**src/rtl/sbsram_pkg.sv**
```systemverilog
package sbsram_pkg;
    parameter int LANES    = 4;
    parameter int LANE_W   = 9;
    parameter int WAKE_CYC = 2;
    localparam int WAKE_W  = $clog2(WAKE_CYC + 1);

    typedef struct packed {
        logic              active;
        logic              rd;
        logic [1:0]        cnt;
        logic [WAKE_W-1:0] wake;
        logic              err;
    } ctl_t;
endpackage

```
**src/rtl/sbsram_burst_seq.sv**
```systemverilog
module sbsram_burst_seq (
    input  logic [1:0] start_lo,
    input  logic [1:0] step,
    input  logic       ilv,
    output logic [1:0] lo
);
    always_comb begin
        if (ilv) lo = start_lo ^ step;
        else     lo = start_lo + step;
    end
endmodule

```
**src/rtl/sbsram_lane_dec.sv**
```systemverilog
module sbsram_lane_dec #(
    parameter int LANES = 4
) (
    input  logic             gw_n,
    input  logic             bwe_n,
    input  logic [LANES-1:0] lane_we_n,
    output logic [LANES-1:0] mask
);
    for (genvar g = 0; g < LANES; g++) begin : g_lane
        assign mask[g] = !gw_n || (!bwe_n && !lane_we_n[g]);
    end
endmodule

```
**src/rtl/sbsram_array.sv**
```systemverilog
module sbsram_array #(
    parameter int AW     = 6,
    parameter int LANES  = 4,
    parameter int LANE_W = 9
) (
    input  logic                    clk,
    input  logic [LANES-1:0]        we,
    input  logic [AW-1:0]           waddr,
    input  logic [LANES*LANE_W-1:0] wdata,
    input  logic [AW-1:0]           raddr,
    output logic [LANES*LANE_W-1:0] rdata
);
    localparam int DEPTH = 1 << AW;

    for (genvar g = 0; g < LANES; g++) begin : g_lane
        logic [LANE_W-1:0] cells [DEPTH];
        always_ff @(posedge clk) begin
            if (we[g]) cells[waddr] <= wdata[g*LANE_W +: LANE_W];
        end
        assign rdata[g*LANE_W +: LANE_W] = cells[raddr];
    end
endmodule

```
**src/rtl/sbsram_top.sv**
```systemverilog
module sbsram_top
    import sbsram_pkg::*;
#(
    parameter int AW = 6
) (
    input  logic                    clk,
    input  logic                    rst_n,
    input  logic [AW-1:0]           addr,
    input  logic                    adsp_n,
    input  logic                    adsc_n,
    input  logic                    adv_n,
    input  logic                    cs1_n,
    input  logic                    cs2,
    input  logic                    cs3_n,
    input  logic                    gw_n,
    input  logic                    bwe_n,
    input  logic [LANES-1:0]        lane_we_n,
    input  logic                    oe_n,
    input  logic                    burst_ilv,
    input  logic                    sleep,
    input  logic [LANES*LANE_W-1:0] din,
    output logic [LANES*LANE_W-1:0] dout,
    output logic                    dout_en,
    output logic                    wake_err
);
    localparam int DW = LANES * LANE_W;

    ctl_t            ctl_d, ctl_q;
    logic [AW-1:0]   base_d, base_q;
    logic [1:0]      cnt_nx;
    logic [1:0]      lo_cur, lo_nx;
    logic [LANES-1:0] wr_mask;
    logic [LANES-1:0] mem_we;
    logic [AW-1:0]   acc_addr;
    logic [AW-1:0]   rd_addr;
    logic [DW-1:0]   rdata;
    logic            sel_all, p_go, c_go, strobe_any, is_wr;
    logic            wake_busy;

    sbsram_lane_dec #(.LANES(LANES)) dec_i (
        .gw_n(gw_n), .bwe_n(bwe_n), .lane_we_n(lane_we_n), .mask(wr_mask)
    );

    assign cnt_nx = ctl_q.cnt + {1'b0, !adv_n};

    sbsram_burst_seq seq_cur_i (
        .start_lo(base_q[1:0]), .step(ctl_q.cnt), .ilv(burst_ilv), .lo(lo_cur)
    );
    sbsram_burst_seq seq_nx_i (
        .start_lo(base_q[1:0]), .step(cnt_nx), .ilv(burst_ilv), .lo(lo_nx)
    );

    assign rd_addr    = {base_q[AW-1:2], lo_cur};
    assign sel_all    = !cs1_n && cs2 && !cs3_n;
    assign p_go       = !adsp_n && !cs1_n;
    assign c_go       = !adsc_n;
    assign strobe_any = !adsp_n || !adsc_n;
    assign is_wr      = |wr_mask;
    assign wake_busy  = (ctl_q.wake != '0);

    always_comb begin
        ctl_d    = ctl_q;
        base_d   = base_q;
        acc_addr = rd_addr;
        mem_we   = '0;
        if (sleep) begin
            ctl_d.active = 1'b0;
            ctl_d.rd     = 1'b0;
            ctl_d.wake   = WAKE_W'(WAKE_CYC);
        end else if (wake_busy) begin
            ctl_d.wake = ctl_q.wake - 1'b1;
            if (strobe_any) ctl_d.err = 1'b1;
        end else if (p_go || c_go) begin
            if (sel_all) begin
                base_d       = addr;
                ctl_d.cnt    = 2'd0;
                ctl_d.active = 1'b1;
                acc_addr     = addr;
                if (!p_go && is_wr) begin
                    mem_we   = wr_mask;
                    ctl_d.rd = 1'b0;
                end else begin
                    ctl_d.rd = 1'b1;
                end
            end else begin
                ctl_d.active = 1'b0;
                ctl_d.rd     = 1'b0;
            end
        end else if (ctl_q.active) begin
            ctl_d.cnt = cnt_nx;
            acc_addr  = {base_q[AW-1:2], lo_nx};
            mem_we    = wr_mask;
            ctl_d.rd  = !is_wr;
        end
    end

    always_ff @(posedge clk or negedge rst_n) begin
        if (!rst_n) begin
            ctl_q  <= '0;
            base_q <= '0;
        end else begin
            ctl_q  <= ctl_d;
            base_q <= base_d;
        end
    end

    sbsram_array #(.AW(AW), .LANES(LANES), .LANE_W(LANE_W)) array_i (
        .clk(clk), .we(mem_we), .waddr(acc_addr), .wdata(din),
        .raddr(rd_addr), .rdata(rdata)
    );

    assign dout_en  = !oe_n && !sleep && ctl_q.active && ctl_q.rd;
    assign dout     = dout_en ? rdata : '0;
    assign wake_err = ctl_q.err;
endmodule

```
**config.mk**
```make
export PLATFORM = sky130hd
export DESIGN_NAME = sbsram_top
export DESIGN_NICKNAME = d
export VERILOG_FILES = /design/src/rtl/sbsram_pkg.sv /design/src/rtl/sbsram_burst_seq.sv /design/src/rtl/sbsram_lane_dec.sv /design/src/rtl/sbsram_array.sv /design/src/rtl/sbsram_top.sv
export SDC_FILE = /design/constraint.sdc
export NUM_CORES = 2
export LEC_CHECK = 0
export BUFFER_PORTS_ARGS = -buffer_cell sky130_fd_sc_hd__buf_2
export CORE_ASPECT_RATIO = 0.7
export CORE_MARGIN = 5
export CORE_UTILIZATION = 57
export DETAILED_ROUTE_END_ITERATION = 8
export PLACE_DENSITY = 0.78
export SYNTH_ARGS = -nofsm -noshare
export SYNTH_HDL_FRONTEND = slang
export SYNTH_SLANG_ARGS = --single-unit
```
**constraint.sdc**
```tcl
create_clock -name clk -period 3.3 [get_ports clk]
set_clock_uncertainty 0.2 [all_clocks]
set_input_delay 0.33 -clock clk [delete_from_list [all_inputs] [get_ports clk]]
set_output_delay 0.33 -clock clk [all_outputs]
set_load 0.005 [all_outputs]
```
==> run metrics <==
most repeated library cell on the critical path buf_12; clock insertion delay at the later pin of the skew report 0.86 ns; count of buffering cells on the critical path with inverters included 8; # placed instances 8575; Ports 97; CP required 2.77 ns; via count of the first global-routing pass 62800; filler cell count in the final layout 9458; Ys Warns 0; actual transition at the worst max-transition pin 1.42 ns; Final HPWL DP 195000 um; total via count after detailed routing 65800; quantity of I/O buffers inserted on ports 96; Initial Util 57.1%; DRC errors left 0; Detail Route Antenna Nets 0; register area share after synthesis 72.5%; number of sinks driven by the clock tree 2317; delay-heaviest family, CP buffers and inverters; normalized max-slew margin 5.24%; area growth from synthesis to layout 23.5%; maximum net fanout on the critical path 8; reported leakage power 0.0390 uW; placer congestion estimate 0.948; CP peak stage delay 0.42 ns; most common library cell in the layout ignoring fill and taps edfxtp_1; clock root buffer clkbuf_16; Row Count 126; Finished Layout Cells 9191; number of nets in the final layout 6832; most frequent cells in the layout 2304 x edfxtp_1, 733 x buf_4, 476 x nand2_1, 358 x mux4_2, 276 x mux2i_1; class of the most critical hold timing path in -> reg; netlist area before placement 0.0959 mm^2; total of flip-flops plus latches after synthesis 2317; number of flops mapped to enable cells by yosys 2304; H-Tree Level Count 4; critical path cell sequence ha_4 > nor2b_4 > xnor2_4 > buf_6 > buf_16 > buf_16 > buf_12 > buf_12 > buf_12 > buf_4 > mux4_2 > o221ai_1 > o22ai_2 > buf_2; accumulated negative setup slack -141.97 ns; final setup violation count 1180; clock-pin slew reported for the worst setup and hold paths after clock tree synthesis 0.08 ns; ratio of cells with drive above 1 in the final layout 33.1%; clock tree from TritonCTS built; maximum frequency from static timing analysis 0.219 GHz; pin count of the biggest net entering global routing 95; Mapped Cells 5780; die extent in y 353 um; library cells used by synthesis 66; setup ws final -1.26 ns; final core occ 70.6%; Mean Syn Cell Area 16.6 um^2; width of the die 500 um; floorplan die area 0.177 mm^2; multi-input gate area in the final layout 0.0270 mm^2; Detailed Routing Iterations Pass 1 7; number of buffers added by the clock tree synthesis step 198; Tot Pwr 78300 uW; 1st-iter DRT viols 13200; endpoints failing hold 0; endpoint class of the critical path output port; cell type of the slowest stage on the worst timing path dfrtp_1; Avg Vias per Cell 7.16; final routed wirelength across all metal layers 326000 um; CP Class reg -> out; asr flop ratio synth 0.561%; setup repair after global routing missed its margin true; global-route wire length before repair 448000 um; antenna violations before repair 32; clock buffer depth 3; maximum resistive drop on vdd 0.000621 V; final clock period utilization by the worst path 138%; Routed wire per std cell 35.5 um; Reg area 0.0695 mm^2; Worst Path Arrival 4.03 ns; Max Cap Violations 0; Tmin final 4.56 ns; final number of max-transition violations 0; post-synth net total 5842; power density cells 661 mW/mm^2; global-route usage over all layers 35.3%; Startpoint Class register; Top FF cell, synth edfxtp_1; core region area 0.168 mm^2; grt total ovfl 0; violations in the final reports negative setup slack; run status finished, violations left
[final timing paths]
check	cells past startpoint	endpoint	slack, ns	startpoint
worst min register to register	1	ctl_q[5]	0.33	ctl_q[5]
worst max register to register	14	array_i.g_lane[0].cells[24][0]	-0.24	ctl_q[3]
worst min-delay path	5	ctl_q[5]	0.008	bwe_n
worst max-delay path	14	dout[33]	-1.26	ctl_q[3]
min in group asynchronous	3	ctl_q[5]	0.49	rst_n
max in group asynchronous	3	base_q[2]	1.81	rst_n
[synthesized netlist by cell type, types with 22 or more instances]
| library cell | count | share of area, % |
|---|---|---|
| a21oi_1 | 112 | 0.58 |
| a31oi_1 | 37 | 0.24 |
| o22ai_1 | 118 | 0.77 |
| o211ai_1 | 86 | 0.67 |
| nor3_1 | 226 | 1.2 |
| a31o_2 | 25 | 0.23 |
| o221ai_1 | 91 | 0.83 |
| a22oi_1 | 23 | 0.18 |
| o21ai_0 | 245 | 1.3 |
| a211oi_1 | 38 | 0.30 |
| nor2_1 | 345 | 1.4 |
| buf_1 | 42 | 0.16 |
| mux2_2 | 61 | 0.72 |
| nor2b_1 | 71 | 0.46 |
| nor4_1 | 51 | 0.33 |
| mux4_2 | 358 | 8.4 |
| nand3_1 | 22 | 0.11 |
| a41o_1 | 24 | 0.25 |
| a311oi_1 | 116 | 1.1 |
| a311o_1 | 23 | 0.24 |
| clkbuf_1 | 236 | 0.92 |
| mux2i_1 | 285 | 3.0 |
| nand2_1 | 505 | 2.0 |
| buf_2 | 133 | 0.69 |
| edfxtp_1 | 2304 | 72 |
[tightest hold or removal path: cells and delay by family]
kind / cells / cell delay, ns
AO/OA/AOI/OAI: 4 / 0.58
buffers and inverters: 1 / 0.11
[logic make-up (layout without fill, tap and decap cells)]
family	count (synthesis)	in the layout	synth area share, %
compound gates	1006	1006	7.21
flops	2317	2317	72.5
buf+inv	440	1595	2.00
other cells	0	16	0
xor+xnor	5	5	0.0991
fa+ha+maj	3	3	0.0391
simple gates	1303	1303	6.03
mux	706	706	12.2
[stage by stage]
step                hold slack, ns  setup slack (ns)  cell area (um^2)
finish                     0.00778             -1.26            118000
CTS                        0.00129             -1.10            116000
global placement            0.0478            -0.922            106000
floorplan                   -0.166            0.0116             95900
detailed placement          0.0606            -0.919            106000
global route                0.0411             -1.24            118000
[report_power, final]
group / internal (uW) / switching [uW]
Clock: 13300 / 11000
Combinational: 9330 / 12300
Sequential: 32400 / 55.7
[registers in the layout (all words and copies together), names as in the netlist]
name	cells
ctl_q	6
array_i.g_lane.cells	2304
base_q	6
wake_err	1
[layout make-up]
| class | instances | area share (%) |
|---|---|---|
| antenna | 16 | 0.0338 |
| timing repair buffer | 1224 | 10.6 |
| inverter | 6 | 0.0232 |
| tap | 2240 | 2.37 |
| clock inverter | 130 | 1.10 |
| clock buffer | 235 | 4.41 |
| multi-input combinational | 3023 | 22.8 |
| sequential | 2317 | 58.7 |
[layer usage]
layer / vias to the layer above / routed length [um] / GRT usage [%]
met4: 15 / 21800 / 17.8
met1: 32300 / 106000 / 48.3
met2: 6835 / 140000 / 50.2
li1: 25400 / - / -
met3: 1324 / 58300 / 13.1
met5: - / 116 / 0
[repair_timing]
item | in CTS | in global routing
pin swaps | 113 | 109
endpoints found under the setup margin | 1137 | 2017
endpoints found under the hold margin | 747 | 0
hold buffers | 49 | 0
resized for setup | 520 | 323
setup buffers | 90 | 75
gates cloned | 30 | 15
(Power assumes the default switching activity.)
